**src/rtl/uart9_pkg.sv**
```systemverilog
package uart9_pkg;
  typedef enum logic [1:0] {S_IDLE, S_START, S_DATA, S_STOP} rx_state_t;

  typedef struct packed {
    logic       bad_stop;
    logic       bit9;
    logic [7:0] data;
  } rx_entry_t;
endpackage

```
**src/rtl/uart9_deser.sv**
```systemverilog
module uart9_deser
  import uart9_pkg::*;
#(
  parameter int OVS = 16
) (
  input  logic       clk,
  input  logic       rst,
  input  logic       run,
  input  logic       tick,
  input  logic       rx,
  input  logic       wide,
  output logic       done,
  output logic [7:0] data,
  output logic       bit9,
  output logic       bad_stop
);
  localparam int CW = $clog2(OVS);
  localparam logic [CW-1:0] C_MID  = CW'(OVS/2 - 1);
  localparam logic [CW-1:0] C_MID1 = CW'(OVS/2);
  localparam logic [CW-1:0] C_MID2 = CW'(OVS/2 + 1);
  localparam logic [CW-1:0] C_LAST = CW'(OVS - 1);

  rx_state_t      st;
  logic [CW-1:0]  cnt;
  logic [3:0]     idx;
  logic [8:0]     sr;
  logic [1:0]     vote;
  logic           maj;
  logic [CW-1:0]  cnt_nx;

  assign maj    = (vote[0] & vote[1]) | (vote[0] & rx) | (vote[1] & rx);
  assign cnt_nx = (cnt == C_LAST) ? '0 : cnt + 1'b1;
  assign data   = wide ? sr[7:0] : sr[8:1];
  assign bit9   = wide & sr[8];

  always_ff @(posedge clk) begin
    if (rst || !run) begin
      st       <= S_IDLE;
      cnt      <= '0;
      idx      <= '0;
      vote     <= '0;
      done     <= 1'b0;
      bad_stop <= 1'b0;
      if (rst) sr <= '0;
    end else begin
      done <= 1'b0;
      if (tick) begin
        if (st == S_DATA || st == S_STOP) begin
          if (cnt == C_MID)  vote[0] <= rx;
          if (cnt == C_MID1) vote[1] <= rx;
        end
        case (st)
          S_IDLE: if (!rx) begin
            st  <= S_START;
            cnt <= CW'(1);
          end
          S_START: begin
            cnt <= cnt_nx;
            if (cnt == C_MID && rx) st <= S_IDLE;
            else if (cnt == C_LAST) begin
              st  <= S_DATA;
              idx <= '0;
            end
          end
          S_DATA: begin
            cnt <= cnt_nx;
            if (cnt == C_MID2) sr <= {maj, sr[8:1]};
            if (cnt == C_LAST) begin
              if (idx == (wide ? 4'd8 : 4'd7)) st <= S_STOP;
              else idx <= idx + 1'b1;
            end
          end
          S_STOP: begin
            cnt <= cnt_nx;
            if (cnt == C_MID2) begin
              done     <= 1'b1;
              bad_stop <= ~maj;
              st       <= S_IDLE;
            end
          end
          default: st <= S_IDLE;
        endcase
      end
    end
  end
endmodule

```
**src/rtl/uart9_fifo.sv**
```systemverilog
module uart9_fifo #(
  parameter int W     = 10,
  parameter int DEPTH = 2
) (
  input  logic         clk,
  input  logic         rst,
  input  logic         push,
  input  logic [W-1:0] wdata,
  input  logic         pop,
  output logic [W-1:0] head,
  output logic         empty,
  output logic         full
);
  localparam int AW   = $clog2(DEPTH);
  localparam int CNTW = $clog2(DEPTH + 1);

  logic [W-1:0]    mem [DEPTH];
  logic [AW-1:0]   wr_ptr, rd_ptr;
  logic [CNTW-1:0] count;
  logic            do_wr, do_rd;

  assign empty = (count == '0);
  assign full  = (count == CNTW'(DEPTH));
  assign do_wr = push & ~full;
  assign do_rd = pop & ~empty;
  assign head  = mem[rd_ptr];

  always_ff @(posedge clk) begin
    if (do_wr) mem[wr_ptr] <= wdata;
  end

  always_ff @(posedge clk) begin
    if (rst) begin
      wr_ptr <= '0;
      rd_ptr <= '0;
      count  <= '0;
    end else begin
      if (do_wr) wr_ptr <= (wr_ptr == AW'(DEPTH - 1)) ? '0 : wr_ptr + 1'b1;
      if (do_rd) rd_ptr <= (rd_ptr == AW'(DEPTH - 1)) ? '0 : rd_ptr + 1'b1;
      case ({do_wr, do_rd})
        2'b10:   count <= count + 1'b1;
        2'b01:   count <= count - 1'b1;
        default: count <= count;
      endcase
    end
  end
endmodule

```
**src/rtl/uart9_rx.sv**
```systemverilog
module uart9_rx
  import uart9_pkg::*;
#(
  parameter int OVS         = 16,
  parameter int DEPTH       = 2,
  parameter int SYNC_STAGES = 2
) (
  input  logic       clk,
  input  logic       rst,
  input  logic       tick16,
  input  logic       rx_in,
  input  logic       reg_we,
  input  logic [3:0] reg_wdata,
  output logic [7:0] reg_rdata,
  input  logic       rd_strobe,
  output logic [7:0] rx_data,
  output logic       irq
);
  localparam int EW = $bits(rx_entry_t);

  logic [SYNC_STAGES-1:0] sync_q;
  logic [3:0]  ctl;
  logic        ovr;
  logic        rx_s, run, keep, push;
  logic        f_done, f_b9, f_bad;
  logic [7:0]  f_data;
  rx_entry_t   wr_ent, hd_ent;
  logic [EW-1:0] hd_raw;
  logic        q_empty, q_full;

  always_ff @(posedge clk) begin
    if (rst) sync_q <= '1;
    else     sync_q <= {sync_q[SYNC_STAGES-2:0], rx_in};
  end
  assign rx_s = sync_q[SYNC_STAGES-1];

  always_ff @(posedge clk) begin
    if (rst)         ctl <= '0;
    else if (reg_we) ctl <= reg_wdata;
  end

  assign run  = ctl[0] & ctl[2] & ~ovr;
  assign keep = ~(ctl[1] & ctl[3] & ~f_b9);
  assign push = f_done & keep & ~q_full;

  always_ff @(posedge clk) begin
    if (rst || !ctl[2])                ovr <= 1'b0;
    else if (f_done && keep && q_full) ovr <= 1'b1;
  end

  uart9_deser #(.OVS(OVS)) u_deser (
    .clk      (clk),
    .rst      (rst),
    .run      (run),
    .tick     (tick16),
    .rx       (rx_s),
    .wide     (ctl[1]),
    .done     (f_done),
    .data     (f_data),
    .bit9     (f_b9),
    .bad_stop (f_bad)
  );

  assign wr_ent = '{bad_stop: f_bad, bit9: f_b9, data: f_data};

  uart9_fifo #(.W(EW), .DEPTH(DEPTH)) u_fifo (
    .clk   (clk),
    .rst   (rst),
    .push  (push),
    .wdata (wr_ent),
    .pop   (rd_strobe),
    .head  (hd_raw),
    .empty (q_empty),
    .full  (q_full)
  );

  assign hd_ent    = rx_entry_t'(hd_raw);
  assign rx_data   = hd_ent.data;
  assign irq       = ~q_empty;
  assign reg_rdata = {1'b0, hd_ent.bit9, ovr, hd_ent.bad_stop & ~q_empty, ctl};
endmodule

```
**config.mk**
```make
export PLATFORM = sky130hd
export DESIGN_NAME = uart9_rx
export DESIGN_NICKNAME = d
export VERILOG_FILES = /design/src/rtl/uart9_pkg.sv /design/src/rtl/uart9_deser.sv /design/src/rtl/uart9_fifo.sv /design/src/rtl/uart9_rx.sv
export SDC_FILE = /design/constraint.sdc
export NUM_CORES = 1
export LEC_CHECK = 0
export BUFFER_PORTS_ARGS = -buffer_cell sky130_fd_sc_hd__buf_2
export CORE_MARGIN = 5
export CORE_UTILIZATION = 40
export DETAILED_ROUTE_END_ITERATION = 10
export HOLD_SLACK_MARGIN = 0.05
export PLACE_DENSITY = 0.68
export SETUP_SLACK_MARGIN = 0.02
export SLEW_MARGIN = 5
export SYNTH_ARGS = -nofsm -noshare
export SYNTH_HDL_FRONTEND = slang
export SYNTH_SLANG_ARGS = --single-unit
export TNS_END_PERCENT = 100
```
**constraint.sdc**
```tcl
create_clock -name clk -period 1.6 [get_ports clk]
set_input_delay 0.16 -clock clk [delete_from_list [all_inputs] [get_ports clk]]
set_output_delay 0.16 -clock clk [all_outputs]
set_load 0.03 [all_outputs]
```
==> impl_metrics.env <==
export IMPL_drc=0
export IMPL_worstSetupPathType="register to register"
export IMPL_initial_core_util_pct=40.8
export IMPL_syn_nets=245
export IMPL_ir_drop_v=0.000555
export IMPL_grt_pass1_wl_mm=8.11
export IMPL_finalCriticalPeriod_ns=1.64
export IMPL_port_buffers=25
export IMPL_required_ns=1.85
export IMPL_clockBufferDepth=2
export IMPL_drt_iter0_drc=80
export IMPL_cts_sinks=55
export IMPL_worstMarginPinSlew_ns=0.510
export IMPL_yosysUniqueCellTypes=47
export IMPL_start_kind="register"
export IMPL_synth_edf_count=29
export IMPL_dp_cells=337
export IMPL_vias_per_cell=5.11
export IMPL_die_w_um=90.0
export IMPL_layout_drive_gt1_share_pct=39.0
export IMPL_dr_wl_met3_um=157
export IMPL_grt_overflow_total=0
export IMPL_routed_top_layer="met4"
export IMPL_cts_buffers=5
export IMPL_grt_total_usage_pct=11.8
export IMPL_core_area_um2=6280
export IMPL_period_share_pct=102
export IMPL_synth_avg_cell_area_um2=11.2
export IMPL_cts_tree="built"
export IMPL_dp_hpwl_mm=3.45
export IMPL_async_flop_share_pct=0
export IMPL_clock_latency_ns=0.31
export IMPL_postSynthCellCount=229
export IMPL_antenna_found_initial=0
export IMPL_drv_slew=0
export IMPL_end_kind="register"
export IMPL_skew_ns=0.00858
export IMPL_fmax_ghz=0.611
export IMPL_final_hold_viol_count=0
export IMPL_fin_total_pwr_uw=2440
export IMPL_timing_final_ws_setup_ns=-0.0369
export IMPL_routabilityCongestion=0.850
export IMPL_first_global_vias=1735
export IMPL_syn_cell_area_um2=2560
export IMPL_io_pins=27
export IMPL_first_pass_iters=4
export IMPL_rsz0062_at_grt="true"
export IMPL_fin_cells=349
export IMPL_die_h_um=90.0
export IMPL_multi_input_area_um2=1170
export IMPL_die_area_um2=8100
export IMPL_p_leak_uw=0.00118
export IMPL_drtAntennaViolNets=0
export IMPL_fillers=593
export IMPL_max_cap_viol_count=0
export IMPL_met2_length_mm=2.36
export IMPL_ys_warn_count=0
export IMPL_synth_seq_area_share_pct=54.3
export IMPL_cts_max_level=2
export IMPL_wl_per_cell_um=13.7
export IMPL_cp_arrival_ns=1.88
export IMPL_finalWirelength_mm=4.77
export IMPL_clk_pin_slew_worst_paths_ns=0.10
export IMPL_powerDensity_nw_per_um2=780
export IMPL_r2r_slack_ns=-0.04
export IMPL_ys_flop_type="edfxtp_1"
export IMPL_layout_common_cells="edfxtp_1 (29), buf_2 (25), buf_4 (24)"
export IMPL_vias=1782
export IMPL_grt_max_degree=20
export IMPL_area_growth_pct=22.3
export IMPL_setup_viol=1
export IMPL_final_area_um2=3130
export IMPL_ff_latch_area_um2=1410
export IMPL_post_dp_cell_area_um2=2930
export IMPL_status="complete, but fails checks"
export IMPL_crit_fanout=4
export IMPL_violations="negative setup slack"
export IMPL_min_delay_path_class="input pin to register"
export IMPL_num_rows=29
export IMPL_slew_headroom_pct=66.0
export IMPL_cts_root_buffer="clkbuf_8"
export IMPL_layout_commonest_cell="edfxtp_1"
export IMPL_nets=287
export IMPL_synth_seq_cells=55
export IMPL_diodes=0
export IMPL_wl_met1_mm=2.20
-- cell usage after synthesis, types with 4 or more instances --
master	number	area share, %
edfxtp_1	29	34
dfxtp_1	26	20
nor2_1	19	2.8
mux2_2	17	7.5
nand2_1	14	2.1
and2_1	11	2.7
mux2i_1	10	3.9
a21oi_1	8	1.6
clkbuf_1	7	1.0
inv_1	7	1.0
ha_1	6	2.9
o21ai_0	6	1.2
nand4_1	5	1.2
buf_2	4	0.78
nand3_1	4	0.78
or2_2	4	0.98
-- state kept, by name, summed over array words and instances, names as in the netlist, named ones only --
name and flops:
u_fifo.rd_ptr 1, u_deser.vote 2, u_deser.sr 9, u_deser.done 1, ctl 4, u_fifo.wr_ptr 1, u_deser.cnt 4, u_deser.idx 4
u_deser.bad_stop 1, u_fifo.count 2, u_fifo.mem 20, u_deser.st 1, sync_q 2, ovr 1
-- layout make-up --
cell class              instances  share of cell area (%)
flip-flops and latches         55                    45.0
multi-input cells             151                    37.3
repair buffers                 51                    10.7
well taps                      77                    3.08
clock buffers                   5                    2.20
clock inverters                 3                   0.879
inverters                       7                   0.839
-- layer usage --
metal | up-vias | track usage, %
li1 | 905 | -
met1 | 851 | 15.2
met2 | 21 | 19.8
met3 | 5 | 2.75
met4 | 0 | 3.72
met5 | - | 0
-- where the power goes --
part           internal (µW)  leakage [µW]  total (µW)  switching [µW]
Clock                    325     0.0000467         808             483
Sequential              1500      0.000488        1510            11.6
Combinational           56.6      0.000647         126            69.6
-- path summary, 6_finish.rpt --
| check | start | cells after the start | end |
|---|---|---|---|
| setup / recovery | u_fifo.count[1] | 7 | u_fifo.count[1] |
| hold / removal | reg_wdata[2] | 3 | ctl[2] |
| setup reg to reg | u_fifo.count[1] | 7 | u_fifo.count[1] |
| hold reg to reg | sync_q[0] | 1 | sync_q[1] |
-- timing repair --
action                                  4_1_cts  5_1_grt
pin swaps                                     2        3
gates resized for setup                       3       17
buffers inserted                              1        2
endpoints found under the setup margin       23       28
hold buffers                                  1        0
endpoints found under the hold margin         1        0
-- logic make-up (layout without fill, tap and decap cells) --
logic type / Yosys count / after routing / share of synthesized area, %
multiplexers: 27 / 27 / 11.4
other: 1 / 1 / 0.146
buffers and inverters: 23 / 66 / 4.05
AND/OR/NAND/NOR: 78 / 78 / 16.7
adder cells (fa/ha/maj): 6 / 6 / 2.93
XOR/XNOR: 4 / 4 / 1.37
flip-flops: 55 / 55 / 54.3
AO/OA/AOI/OAI: 35 / 35 / 9.14
-- worst max-delay path, cell delays in order, from the launching register on --
cell	delay, ns
dfxtp_2	0.33
buf_4	0.14
or2_4	0.25
and2_4	0.15
ha_4	0.15
xnor2_1	0.12
or3_1	0.32
a21oi_2	0.12
-- metrics by stage --
step / hold WS (ns) / worst slack (ns) / utilization [%] / TNS [ns]
finish: 0.0833 / -0.0369 / 49.9 / -0.0369
global route: 0.0809 / -0.104 / 49.9 / -0.104
CTS: 0.0818 / -0.0494 / 48.6 / -0.0494
detailed placement: 0.351 / -0.0628 / 46.7 / -0.185
global placement: 0.352 / -0.00347 / 46.7 / -0.00347
floorplan: 0.264 / 0.0213 / - / 0
(Power assumes the default switching activity.)
